--- src/rtl/addr_dec_pkg.sv ---
package addr_dec_pkg;
  localparam int ADDR_W         = 32;
  localparam int BANK_W         = 4;
  localparam int REGION_W       = 20;
  localparam int EXT_CS_NUM     = 6;
  localparam int EXT_FIRST_BANK = 1;
  localparam int PERIPH_BANK    = 15;
  localparam int ROM_REGION     = 1;
  localparam int SRAM_REGION    = 3;
  localparam int SRAM_AW        = 15;

  localparam int SUBREG_W = ADDR_W - BANK_W - REGION_W;
  localparam int CS_IDX_W = $clog2(EXT_CS_NUM);

  localparam int SLV_ROM    = 0;
  localparam int SLV_SRAM   = 1;
  localparam int SLV_EXT    = 2;
  localparam int SLV_PERIPH = 3;
  localparam int SLV_NUM    = 4;

  typedef struct packed {
    logic aliasSram;
    logic aliasRom;
  } mapCtrl_t;
endpackage

--- src/rtl/remap_ctrl.sv ---
module remap_ctrl
  import addr_dec_pkg::*;
(
  input  logic     clk,
  input  logic     rstN,
  input  logic     bootStrap,
  input  logic     remapReq,
  output mapCtrl_t ctl
);
  logic remapped;

  always_ff @(posedge clk) begin
    if (!rstN)         remapped <= 1'b0;
    else if (remapReq) remapped <= 1'b1;
  end

  always_comb begin
    ctl.aliasSram = remapped;
    ctl.aliasRom  = !remapped && bootStrap;
  end
endmodule

--- src/rtl/addr_route_dp.sv ---
module addr_route_dp
  import addr_dec_pkg::*;
(
  input  logic [ADDR_W-1:0]   addr,
  input  logic                xferValid,
  input  mapCtrl_t            ctl,
  output logic [SLV_NUM-1:0]  slaveSel,
  output logic [CS_IDX_W-1:0] extCsIdx,
  output logic                decodeErr,
  output logic [SRAM_AW-1:0]  sramOffset
);
  logic [BANK_W-1:0]     bank;
  logic [SUBREG_W-1:0]   region;
  logic [EXT_CS_NUM-1:0] csHit;
  logic [CS_IDX_W-1:0]   csIdxRaw;
  logic [SLV_NUM-1:0]    rawSel;
  logic [CS_IDX_W-1:0]   rawIdx;
  logic                  rawErr;
  logic                  unusedAddr;

  assign bank       = addr[ADDR_W-1 -: BANK_W];
  assign region     = addr[ADDR_W-BANK_W-1 -: SUBREG_W];
  assign unusedAddr = ^addr[REGION_W-1:SRAM_AW];

  for (genvar g = 0; g < EXT_CS_NUM; g++) begin : g_csHit
    assign csHit[g] = (bank == BANK_W'(EXT_FIRST_BANK + g));
  end

  always_comb begin
    csIdxRaw = '0;
    for (int i = 0; i < EXT_CS_NUM; i++) begin
      if (csHit[i]) csIdxRaw = CS_IDX_W'(i);
    end
  end

  always_comb begin
    rawSel = '0;
    rawIdx = '0;
    rawErr = 1'b0;
    if (bank == '0) begin
      if (region == '0) begin
        if (ctl.aliasSram)     rawSel[SLV_SRAM] = 1'b1;
        else if (ctl.aliasRom) rawSel[SLV_ROM]  = 1'b1;
        else                   rawSel[SLV_EXT]  = 1'b1;
      end else if (region == SUBREG_W'(ROM_REGION)) begin
        rawSel[SLV_ROM] = 1'b1;
      end else if (region == SUBREG_W'(SRAM_REGION)) begin
        rawSel[SLV_SRAM] = 1'b1;
      end else begin
        rawErr = 1'b1;
      end
    end else if (|csHit) begin
      rawSel[SLV_EXT] = 1'b1;
      rawIdx          = csIdxRaw;
    end else if (bank == BANK_W'(PERIPH_BANK)) begin
      rawSel[SLV_PERIPH] = 1'b1;
    end else begin
      rawErr = 1'b1;
    end
  end

  always_comb begin
    slaveSel   = xferValid ? rawSel : '0;
    decodeErr  = xferValid && rawErr;
    extCsIdx   = slaveSel[SLV_EXT] ? rawIdx : '0;
    sramOffset = slaveSel[SLV_SRAM] ? addr[SRAM_AW-1:0] : '0;
  end
endmodule

--- src/rtl/sys_addr_decoder.sv ---
module sys_addr_decoder
  import addr_dec_pkg::*;
(
  input  logic                clk,
  input  logic                rstN,
  input  logic [ADDR_W-1:0]   addr,
  input  logic                xferValid,
  input  logic                bootStrap,
  input  logic                remapReq,
  output logic [SLV_NUM-1:0]  slaveSel,
  output logic [CS_IDX_W-1:0] extCsIdx,
  output logic                decodeErr,
  output logic [SRAM_AW-1:0]  sramOffset
);
  mapCtrl_t ctl;

  remap_ctrl u_ctrl (
    .clk      (clk),
    .rstN     (rstN),
    .bootStrap(bootStrap),
    .remapReq (remapReq),
    .ctl      (ctl)
  );

  addr_route_dp u_dp (
    .addr      (addr),
    .xferValid (xferValid),
    .ctl       (ctl),
    .slaveSel  (slaveSel),
    .extCsIdx  (extCsIdx),
    .decodeErr (decodeErr),
    .sramOffset(sramOffset)
  );
endmodule

--- config.mk ---
export PLATFORM = sky130hd
export DESIGN_NAME = sys_addr_decoder
export DESIGN_NICKNAME = d
export VERILOG_FILES = /design/src/rtl/addr_dec_pkg.sv /design/src/rtl/remap_ctrl.sv /design/src/rtl/addr_route_dp.sv /design/src/rtl/sys_addr_decoder.sv
export SDC_FILE = /design/constraint.sdc
export NUM_CORES = 1
export LEC_CHECK = 0
export BUFFER_PORTS_ARGS = -buffer_cell sky130_fd_sc_hd__buf_4
export CORE_UTILIZATION = 31
export CTS_CLUSTER_DIAMETER = 120
export CTS_CLUSTER_SIZE = 16
export DETAILED_ROUTE_END_ITERATION = 12
export PLACE_DENSITY = 0.8
export SETUP_SLACK_MARGIN = 0.3
export SLEW_MARGIN = 20
export SYNTH_ARGS = -nofsm -noshare
export SYNTH_HDL_FRONTEND = slang
export SYNTH_SLANG_ARGS = --single-unit
--- constraint.sdc ---
create_clock -name clk -period 1.61 [get_ports clk]
set_clock_uncertainty 0.1 [all_clocks]
set_input_delay 0.322 -clock clk [delete_from_list [all_inputs] [get_ports clk]]
set_output_delay 0.322 -clock clk [all_outputs]
set_load 0.05 [all_outputs]
==> results.json, run 1 <==
{
  "cts_post_setup_buffers_inserted": 3,
  "die_h_um": 40.6,
  "number_of_flops_mapped_to_enable_cells_by_yosys": 0,
  "place_area_um2": 1150,
  "post-synth-top-area-cell": "sky130_fd_sc_hd__nor3_2",
  "run_status": "did not finish",
  "synthArstFlopShare": 0,
  "cts_resized": 47,
  "pin_count": 60,
  "port-buffer-count": 54,
  "error_line": "[ERROR DPL-0038] Utilization greater than 100%, impossible to legalize",
  "synth.top_cells.by_count": "16 x sky130_fd_sc_hd__inv_1, 10 x sky130_fd_sc_hd__nor3_2, 6 x sky130_fd_sc_hd__nor3_1",
  "syn-cell-area_um2": 462,
  "start_util": 0.342,
  "fp.dieW_um": 40.6,
  "stop_stage": "4_1_cts",
  "number_of_warnings_issued_by_yosys": 0,
  "ctsHoldBuffers": 0,
  "synth.distinct_cells": 27,
  "average_cell_area_after_synthesis_um2": 6.89,
  "synth.ff_latch_count": 1,
  "ys.flop_type": "sky130_fd_sc_hd__dfxtp_1",
  "synthTopCellsByArea": "sky130_fd_sc_hd__nor3_2 22%, sky130_fd_sc_hd__inv_1 13%, sky130_fd_sc_hd__nor3_1 6.5%, sky130_fd_sc_hd__nor4_4 4.6%, sky130_fd_sc_hd__dfxtp_1 4.3%",
  "finalWeightedCongestion": 0.753,
  "place_worst_setup_slack_ps": -323,
  "synth.most_common_cell": "sky130_fd_sc_hd__inv_1",
  "netlist.area_leader.share": 0.217,
  "detailed_place_hpwl_um": 1410,
  "synth.yosys.seq_area_share": 0.0434,
  "synth_fp_nets": 104,
  "netlist_instances": 67,
  "fp-row-count": 13
}
logic make-up after synthesis:
logic type / after synthesis / synth area share
XOR/XNOR: 2 / 0.0379
flip-flops: 1 / 0.0434
buffers and inverters: 18 / 0.171
AO/OA/AOI/OAI: 7 / 0.114
AND/OR/NAND/NOR: 39 / 0.634
metrics by stage:
step | std cells | TNS [ps] | hold WS, ps
after global placement | 149 | -4830 | 418
after detailed placement | 149 | -5200 | 422
after floorplan | 67 | -5110 | 332
==> inputs of run 2 (changes only) <==
CORE_AREA = 2 2 63 65   (was default)
CORE_UTILIZATION = default   (was 31)
CTS_CLUSTER_DIAMETER = default   (was 120)
CTS_CLUSTER_SIZE = default   (was 16)
DIE_AREA = 0 0 65 67   (was default)
PLACE_DENSITY = default   (was 0.8)
PLACE_DENSITY_LB_ADDON = 0.15   (was default)
SETUP_SLACK_MARGIN = default   (was 0.3)
==> run 2 against run 1 <==
Net effect: the flow now finishes, with violations (negative setup slack); synthesized cell count unchanged; synthesized area unchanged.
==> results.json, run 2 <==
{
  "run_status": "complete, but fails checks",
  "violations": "negative setup slack",
  "critical_path_arrival_ps": 1430,
  "final_common_cell": "sky130_fd_sc_hd__buf_4",
  "max_cap_violations": 0,
  "unrepaired_setup_endpoints_after_global_routing": "true",
  "fp.dieW_um": 65,
  "synth_adder_area_share": 0,
  "pin_count_of_the_biggest_net_entering_global_routing": 11,
  "registers.top_by_ff_count": "u_ctrl.remapped",
  "worst_slew_pin_slew_ps": 320,
  "ctsHoldBuffers": 0,
  "grt_util_all_layers": 0.0774,
  "power.sequential.fraction": 0.120,
  "layout-drive-gt1-share": 0.757,
  "core_region_area_um2": 3610,
  "leading_cell_types_in_the_layout_fill_and_taps_excluded": "38 x sky130_fd_sc_hd__buf_4, 29 x sky130_fd_sc_hd__buf_6, 17 x sky130_fd_sc_hd__nor3_4",
  "synth.distinct_cells": 27,
  "drc": 0,
  "fin_setup_tns_ps": -3880,
  "cellPowerDensity_nw_per_um2": 176,
  "vdd_ir_drop_max_uv": 70.1,
  "final_min_period_over_clock_period": 1.15,
  "fill_cells": 370,
  "total_via_count_after_detailed_routing": 703,
  "switching_share": 0.431,
  "netlist.area_leader.share": 0.217,
  "clk_network_pwr_share": 0,
  "synth_compound_area_frac": 0.114,
  "m1WireLength_um": 636,
  "number_of_global_route_vias_before_repair": 659,
  "port-buffer-count": 54,
  "largest_register_ffs": 1,
  "setup_viol_count_final": 19,
  "finalPower_w": 0.000244,
  "min_from": "remapReq",
  "finalMaxSlewViolations": 0,
  "postRouteWirelength_um": 1820,
  "detailed_place_hpwl_um": 1540,
  "fmax_ghz": 0.540,
  "cts.clk_slew.worst_paths_ps": 0,
  "antenna_found_initial": 0,
  "relSlewSlack": 0.785,
  "critical_path.startpoint_type": "input pin",
  "place_worst_setup_slack_ps": -323,
  "drtPass1Iterations": 2,
  "combinational_family_with_the_most_area_after_synthesis": "simple AND/OR/NAND/NOR gates",
  "timing.final.ws_setup_ps": -242,
  "cp.required_ps": 1190,
  "p_switching_w": 0.000105,
  "pin_count": 60,
  "fp-row-count": 22,
  "fin_nets": 175,
  "synth.top_cells.by_count": "16 x sky130_fd_sc_hd__inv_1, 10 x sky130_fd_sc_hd__nor3_2, 6 x sky130_fd_sc_hd__nor3_1",
  "met2_length_um": 1110,
  "number_of_warnings_issued_by_yosys": 0,
  "synth-simple-area-share": 0.634,
  "kind_of_end_point_of_the_critical_path": "output port",
  "reg2reg_from": "u_ctrl.remapped$_SDFFE_PN0P_",
  "power_report.internal_total_w": 0.000139,
  "die_area_um2": 4360,
  "syn-cell-area_um2": 462,
  "layout.core_utilization": 0.385,
  "post-synth-top-area-cell": "sky130_fd_sc_hd__nor3_2",
  "static-leakage-power_nw": 0.725,
  "vias_per_cell": 3.82,
  "synth_xor_xnor_area_share": 0.0379,
  "netlist_instances": 67,
  "global_route_wire_length_before_repair_um": 2780,
  "synth_mux_area_frac": 0,
  "synthArstFlopShare": 0,
  "min-delay-path-class": "input pin to register",
  "r2r.worst_path.cells": 1,
  "number_of_flops_mapped_to_enable_cells_by_yosys": 0,
  "die_h_um": 67,
  "worst_skew_late_latency_ps": 0,
  "grt_remaining_overflow": 0,
  "critical_path_class": "input pin to output port",
  "worst_r2r_endpoint": "u_ctrl.remapped$_SDFFE_PN0P_",
  "first_iter_violations": 23,
  "worst_hold_end": "u_ctrl.remapped$_SDFFE_PN0P_",
  "registers_with_the_most_flip_flops": "u_ctrl.remapped (1)",
  "whs_ps": 434,
  "synth.yosys.seq_area_share": 0.0434,
  "synthTopCellsByArea": "sky130_fd_sc_hd__nor3_2 22%, sky130_fd_sc_hd__inv_1 13%, sky130_fd_sc_hd__nor3_1 6.5%, sky130_fd_sc_hd__nor4_4 4.6%, sky130_fd_sc_hd__dfxtp_1 4.3%",
  "finalWeightedCongestion": 0.667,
  "wl_met3_um": 80,
  "finalHoldViolCount": 0,
  "hold-path-cell-count": 2,
  "synth_fp_nets": 104,
  "antenna_violating_nets_post_route": 0,
  "worst-r2r-setup-slack_ps": 870,
  "antennaDiodeCount": 0,
  "start_util": 0.128,
  "power.combinational.fraction": 0.880,
  "critical_path_peak_fanout": 6,
  "area_growth_pct": 201,
  "average_cell_area_after_synthesis_um2": 6.89,
  "critPathLaunch": "addr[26]",
  "routed.top_layer": "met3",
  "synth.ff_latch_count": 1,
  "timing.final.crit_period_ps": 1850,
  "synth.most_common_cell": "sky130_fd_sc_hd__inv_1",
  "ys.flop_type": "sky130_fd_sc_hd__dfxtp_1",
  "avgRoutedWirePerCell_um": 9.91
}
## run 2: area by class of cell
cell class	instances	area, µm²	area share
multi-input cells	48	562	0.405
repair buffers	71	687	0.495
well taps	48	60.1	0.0432
flip-flops and latches	1	20.0	0.0144
inverters	16	60.1	0.0432
## run 2: per-layer routing
metal / track usage / up-vias
met4: 0 / 0
met3: 0.00507 / 0
li1: - / 362
met5: 0 / -
met2: 0.162 / 19
met1: 0.0890 / 322
## run 2: how the worst max path moves through the flow
stage	endpoint	slack [ps]	depth (start not counted)
final	slaveSel[1]	-240	6
after global routing	sramOffset[13]	-330	6
after CTS	slaveSel[1]	-250	6
after detailed placement	slaveSel[1]	-320	6
after global placement	slaveSel[1]	-310	6
after floorplan	sramOffset[0]	-320	3
## run 2: kinds of logic after synthesis
group,after synthesis
AO/OA/AOI/OAI,7
XOR/XNOR,2
buffers and inverters,18
flip-flops,1
AND/OR/NAND/NOR,39
## run 2: metrics by stage
stage          instance area, µm²  instances
2_1_floorplan                 584         67
3_3_place_gp                 1170        181
3_5_place_dp                 1170        181
4_1_cts                      1310        182
5_1_grt                      1390        184
6_report                     1390        184
## run 2: power by group through the flow
stage | Sequential (W) | Clock, W | Combinational [W]
6_report | 0.0000293 | 0 | 0.000215
5_1_grt | 0.0000298 | 0 | 0.000230
4_1_cts | 0.0000290 | 0 | 0.000202
3_3_place_gp | 0.0000287 | 0 | 0.000184
2_1_floorplan | 0.0000283 | 0 | 0.0000787
3_5_place_dp | 0.0000287 | 0 | 0.000187
## run 2: critical path: stages
cell	delay [ps]
sky130_fd_sc_hd__buf_6	100
sky130_fd_sc_hd__nor4_4	330
sky130_fd_sc_hd__nand2_4	130
sky130_fd_sc_hd__buf_12	170
sky130_fd_sc_hd__nor3_4	190
sky130_fd_sc_hd__buf_6	180
## run 2: repair_timing
action / CTS / global route
endpoints found under the setup margin: 22 / 23
gates resized for setup: 33 / 13
setup buffers: 1 / 2
pin swaps: 6 / 7
Power figures use the tool's default switching activity.
